## src/rtl/wrs_pkg.sv

```systemverilog
package wrs_pkg;

  typedef enum logic [2:0] {
    ST_RUN      = 3'd0,
    ST_RESET    = 3'd1,
    ST_OSC_STAB = 3'd2,
    ST_OPT_READ = 3'd3,
    ST_RELEASE  = 3'd4
  } seqState_t;

  // strobes from control to datapath
  typedef struct packed {
    logic cntClr;    // restart the phase counter
    logic cfgLatch;  // capture stabilization select
    logic indClr;    // force indicator level low
    logic indSet;    // allow software write of indicator level
  } dpCtl_t;

endpackage

```

## src/rtl/wrs_datapath.sv

```systemverilog
module wrs_datapath
  import wrs_pkg::*;
#(
  parameter int RST_CYCLES    = 16,
  parameter int OPT_CYCLES    = 1024,
  parameter int STAB_MIN_LOG2 = 10,
  parameter int SEL_W         = 3
) (
  input  logic             clk,
  input  logic             rstPorN,
  input  dpCtl_t           ctl,
  input  logic [SEL_W-1:0] stabSel,
  input  logic             swIndHigh,
  output logic             rstDone,
  output logic             stabDone,
  output logic             optDone,
  output logic             indLevel
);

  localparam int STAB_MAX = 1 << (STAB_MIN_LOG2 + (1 << SEL_W) - 1);
  localparam int FIX_MAX  = (RST_CYCLES > OPT_CYCLES) ? RST_CYCLES : OPT_CYCLES;
  localparam int CNT_MAX  = (STAB_MAX > FIX_MAX) ? STAB_MAX : FIX_MAX;
  localparam int CNT_W    = $clog2(CNT_MAX + 1);

  logic [CNT_W-1:0] phaseCnt;
  logic [SEL_W-1:0] selQ;
  logic [CNT_W-1:0] stabLast;

  always_ff @(posedge clk or negedge rstPorN) begin
    if (!rstPorN)        phaseCnt <= '0;
    else if (ctl.cntClr) phaseCnt <= '0;
    else                 phaseCnt <= phaseCnt + 1'b1;
  end

  always_ff @(posedge clk or negedge rstPorN) begin
    if (!rstPorN)          selQ <= '0;
    else if (ctl.cfgLatch) selQ <= stabSel;
  end

  always_ff @(posedge clk or negedge rstPorN) begin
    if (!rstPorN)                      indLevel <= 1'b0;
    else if (ctl.indClr)               indLevel <= 1'b0;
    else if (ctl.indSet && swIndHigh)  indLevel <= 1'b1;
  end

  assign stabLast = CNT_W'((64'(1) << (STAB_MIN_LOG2 + int'(selQ))) - 64'(1));

  assign rstDone  = (phaseCnt == CNT_W'(RST_CYCLES - 1));
  assign stabDone = (phaseCnt == stabLast);
  assign optDone  = (phaseCnt == CNT_W'(OPT_CYCLES - 1));

endmodule

```

## src/rtl/wrs_ctrl.sv

```systemverilog
module wrs_ctrl
  import wrs_pkg::*;
(
  input  logic   clk,
  input  logic   rstPorN,
  input  logic   wdtOvf,
  input  logic   xtalSel,
  input  logic   rstDone,
  input  logic   stabDone,
  input  logic   optDone,
  output dpCtl_t ctl,
  output logic   intRst,
  output logic   wdtClr,
  output logic   oscEn,
  output logic   cpuClkEn,
  output logic   portHiZ
);

  seqState_t state, nextState;
  logic      restart;

  always_ff @(posedge clk or negedge rstPorN) begin
    if (!rstPorN) state <= ST_RESET;
    else          state <= nextState;
  end

  assign restart = wdtOvf && (state != ST_RUN);

  always_comb begin
    nextState = state;
    unique case (state)
      ST_RUN:      if (wdtOvf)   nextState = ST_RESET;
      ST_RESET:    if (rstDone)  nextState = xtalSel ? ST_OSC_STAB : ST_OPT_READ;
      ST_OSC_STAB: if (stabDone) nextState = ST_OPT_READ;
      ST_OPT_READ: if (optDone)  nextState = ST_RELEASE;
      ST_RELEASE:                nextState = ST_RUN;
      default:                   nextState = ST_RESET;
    endcase
    if (restart) nextState = ST_RESET;
  end

  always_comb begin
    ctl.cntClr   = restart || (nextState != state) || (state == ST_RUN);
    ctl.cfgLatch = (state == ST_RESET);
    ctl.indClr   = (state == ST_RESET);
    ctl.indSet   = (state == ST_RUN);
  end

  always_comb begin
    intRst   = (state == ST_RESET);
    wdtClr   = (state == ST_RESET);
    oscEn    = !((state == ST_RESET) && xtalSel);
    cpuClkEn = (state == ST_RUN) || (state == ST_RELEASE);
    portHiZ  = (state != ST_RUN);
  end

endmodule

```

## src/rtl/wdt_reset_seq.sv

```systemverilog
module wdt_reset_seq
  import wrs_pkg::*;
#(
  parameter int RST_CYCLES    = 16,
  parameter int OPT_CYCLES    = 1024,
  parameter int STAB_MIN_LOG2 = 10,
  parameter int SEL_W         = 3
) (
  input  logic             clk,
  input  logic             rstPorN,
  input  logic             wdtOvf,
  input  logic             xtalSel,
  input  logic [SEL_W-1:0] stabSel,
  input  logic             swIndHigh,
  output logic             intRst,
  output logic             wdtClr,
  output logic             oscEn,
  output logic             cpuClkEn,
  output logic             portHiZ,
  output logic             indPin
);

  dpCtl_t ctl;
  logic   rstDone, stabDone, optDone, indLevel;

  wrs_ctrl u_ctrl (
    .clk      (clk),
    .rstPorN  (rstPorN),
    .wdtOvf   (wdtOvf),
    .xtalSel  (xtalSel),
    .rstDone  (rstDone),
    .stabDone (stabDone),
    .optDone  (optDone),
    .ctl      (ctl),
    .intRst   (intRst),
    .wdtClr   (wdtClr),
    .oscEn    (oscEn),
    .cpuClkEn (cpuClkEn),
    .portHiZ  (portHiZ)
  );

  wrs_datapath #(
    .RST_CYCLES    (RST_CYCLES),
    .OPT_CYCLES    (OPT_CYCLES),
    .STAB_MIN_LOG2 (STAB_MIN_LOG2),
    .SEL_W         (SEL_W)
  ) u_dp (
    .clk       (clk),
    .rstPorN   (rstPorN),
    .ctl       (ctl),
    .stabSel   (stabSel),
    .swIndHigh (swIndHigh),
    .rstDone   (rstDone),
    .stabDone  (stabDone),
    .optDone   (optDone),
    .indLevel  (indLevel)
  );

  assign indPin = indLevel && !intRst;

endmodule

```

## config.mk

```make
export PLATFORM = sky130hd
export DESIGN_NAME = wdt_reset_seq
export DESIGN_NICKNAME = d
export VERILOG_FILES = /design/src/rtl/wrs_pkg.sv /design/src/rtl/wrs_datapath.sv /design/src/rtl/wrs_ctrl.sv /design/src/rtl/wdt_reset_seq.sv
export SDC_FILE = /design/constraint.sdc
export NUM_CORES = 1
export LEC_CHECK = 0
export ABC_AREA = 1
export BUFFER_PORTS_ARGS = -buffer_cell sky130_fd_sc_hd__buf_2
export CORE_MARGIN = 2
export CORE_UTILIZATION = 27
export CTS_BUF_LIST = sky130_fd_sc_hd__clkbuf_4
export CTS_CLUSTER_SIZE = 40
export DETAILED_ROUTE_END_ITERATION = 8
export GPL_TIMING_DRIVEN = 0
export PLACE_DENSITY = 0.5
export SYNTH_ARGS = -nofsm -noshare
export SYNTH_HDL_FRONTEND = slang
export SYNTH_SLANG_ARGS = --single-unit
```

## constraint.sdc

```tcl
create_clock -name clk -period 1.9 [get_ports clk]
set_input_delay 0.38 -clock clk [delete_from_list [all_inputs] [get_ports clk]]
set_output_delay 0.38 -clock clk [all_outputs]
set_load 0.05 [all_outputs]
```

==> results.yml <==
run_status:
  status: "finished, violations left"
  violations: "negative setup slack"
cts:
  cts_tree: "yes"
  cts_made_buffers: 3
  cts.reportedPaths.clkPinSlew_ps: 160
  cts.sink_count: 25
  clock-root-buffer: "clkbuf_4"
  insertion_delay_ps: 330
  cts_buffer_depth: 2
  h-tree-depth: 1
  postCtsHoldBufs: 0
route:
  wl_per_cell_microns: 11.2
  num_vias: 1577
  drc: 0
  ant_nets: 0
  drt_iter0_drc: 59
  vias_per_cell: 4.36
  drt_wl_total_microns: 4060
  firstDrtPassIters: 4
sta:
  finalMaxSlewViolations: 0
  final-setup-viol-count: 4
  period_share: 1.02
  skew_ps: 7.89
  tightestPinTransition_ps: 597
  max_freq_mhz: 518
  rsz0062_at_grt: "yes"
  max-slew-margin-rel: 0.602
  setup_ws_ps: -29.4
  fin_crit_ps: 1930
  hold_slack_ps: 20.1
  hold_violations: 0
worst_setup_path:
  cpMaxStageDelayCell: "dfstp_2"
  r2r_end: "u_dp.phaseCnt[6]$_DFF_PN0_"
  cp.required_ps: 1520
  critical_path_class: "flip-flop to output pin"
  crit_fanout: 5
  worstPathCellList: "inv_2, nor3_4, buf_8, inv_4, nand2_4, inv_2, buf_8"
  r2r-start: "u_dp.selQ[1]$_DFFE_PN0P_"
  r2r_setup_slack_ps: 0
  start_kind: "flip-flop"
  r2r_cells: 13
  critPathCaptureType: "output pin"
  slowest_delay_ps: 570
  arrival_ps: 1550
synthesis:
  synth.net_count: 253
  yosysMostFrequentCell: "nand2_1"
  syn_area_sq_um: 1780
  synthTopCellsByCount: "nand2_1, inv_1, nor2_1"
  async_reset_ff_frac: 1.00
  synth_area_leaders: "dfrtp_1, nand2_1, inv_1"
  synth_top_area_cell: "dfrtp_1"
  synthDistinctLibCells: 28
  avgSynthCellArea_sq_um: 7.43
  synth_edf_count: 0
  yosys_most_used_dff: "dfrtp_1"
  ys_ff_latch: 25
  yosysWarnings: 0
  synthCells: 239
  ys_seq_area_frac: 0.353
  synth_top_cell_area_share: 0.338
placement:
  place_area_sq_um: 1970
  gp_congestion: 0.831
  dp_hpwl_microns: 2800
  io_buffers: 13
  dp_cells: 329
floorplanning:
  row_count: 29
  core_sq_um: 6350
  ios: 14
  die_h_microns: 85.1
  start_util: 0.280
  dieArea_sq_um: 7240
  fp.dieW_microns: 85.1
grt:
  gr-total-overflow: 0
  grt_max_degree: 26
  antenna_found_initial: 0
  grt_pass1_vias: 1497
  met3_usage: 0.0263
  grt_use_total: 0.118
  grt.busiest_layer: "met2"
  grtUsageMet1: 0.160
  grt_first_pass_wirelength_microns: 6960
  use_met2: 0.200
power_and_ir_drop:
  irDropWorstVdd_mv: 0.306
  power.internal_uw: 698
  netSwitchingPower_uw: 286
  p_leak_uw: 0.00110
  power_frac_comb: 0.173
  switching_share: 0.291
  power_density_nw_per_um2: 406
  clockPowerShare: 0.266
  pwr-share-seq: 0.561
run:
  max_cap_viol_count: 0
worst_hold_path:
  hp-class: "input port to async pin"
final_layout:
  fin_nets: 300
  drive_gt1_frac: 0.365
  design_area_sq_um: 2420
  area_delta_synth_final_pct: 36.4
  fin_cells: 362
  n_antenna_cell: 0
==> worst max-delay path, delay by kind of cell, from the launching register on <==
family	cells	cell delay (ps)
flip-flops	1	570
buffers and inverters	5	430
AND/OR/NAND/NOR	2	220
==> metal layers <==
metal,vias up,part of all wire
met5,-,0
met2,23,0.49
met1,715,0.47
met4,0,0.0039
li1,837,-
met3,2,0.030
==> flip-flops by register name (all words and copies together), names as in the netlist <==
| register | count |
|---|---|
| u_dp.phaseCnt | 18 |
| u_ctrl.state | 3 |
| u_dp.selQ | 3 |
| u_dp.indLevel | 1 |
==> metrics by stage <==
stage	worst slack, ps	total power (uW)	utilization	setup TNS [ps]
6_report	-29.4	984	0.381	-46.7
5_1_grt	-117	1040	0.381	-2170
4_1_cts	-97.3	991	0.361	-275
3_5_place_dp	-236	683	0.311	-2730
3_3_place_gp	-216	682	0.311	-2330
2_1_floorplan	23.1	645	-	0
==> area by class of cell <==
cell class,count,area (sq um)
buffer,3,42.5
clock buffer,3,22.5
clock inverter,1,7.51
fill,649,3930
inverter,36,140
multi-input combinational,175,1120
sequential,25,628
tap,77,96.3
timing repair buffer,42,368
==> worst max-delay path by stage <==
| stage | slack, ps | endpoint | startpoint | depth (start not counted) |
|---|---|---|---|---|
| after floorplan | 20 | u_dp.phaseCnt[12]$_DFF_PN0_ | u_dp.selQ[1]$_DFFE_PN0P_ | 13 |
| after global placement | -220 | u_dp.phaseCnt[7]$_DFF_PN0_ | u_dp.selQ[1]$_DFFE_PN0P_ | 13 |
| after detailed placement | -240 | u_dp.phaseCnt[7]$_DFF_PN0_ | u_dp.selQ[1]$_DFFE_PN0P_ | 15 |
| after CTS | -100 | indPin | u_ctrl.state[0]$_DFF_PN1_ | 7 |
| after global routing | -120 | indPin | u_ctrl.state[0]$_DFF_PN1_ | 7 |
| final | -30 | indPin | u_ctrl.state[0]$_DFF_PN1_ | 7 |
==> power by group through the flow <==
stage	registers (uW)	logic (uW)	clock network, uW
CTS	552	157	282
floorplan	559	85.9	0
finish	552	170	261
global route	554	191	299
detailed placement	562	121	0
global placement	562	121	0
==> timing repair <==
item | CTS | global route
gates cloned | 1 | 0
endpoints found under the setup margin | 22 | 23
pin swaps | 10 | 4
resized for setup | 28 | 25
buffers inserted | 23 | 5
==> cells in the final DEF, fill, tap and decap left out, drive strengths merged, types with 4 or more instances in the layout <==
cell and instances:
buf 45, dfrtp 24, ha 6, inv 36, nand2 60, nand3 18
nand4 4, nor2 44, nor3 12, o21ai 8, xor2 15
==> cell families (layout without fill, tap and decap cells) <==
kind of cell / Yosys count / count (layout) / share of synthesized area
XOR/XNOR: 16 / 16 / 0.0789
adder cells (fa/ha/maj): 6 / 6 / 0.0423
buffers and inverters: 39 / 85 / 0.0937
AND/OR/NAND/NOR: 141 / 141 / 0.395
flip-flops: 25 / 25 / 0.353
AO/OA/AOI/OAI: 12 / 12 / 0.0374
Note: power is estimated with default switching activity, not from simulation.
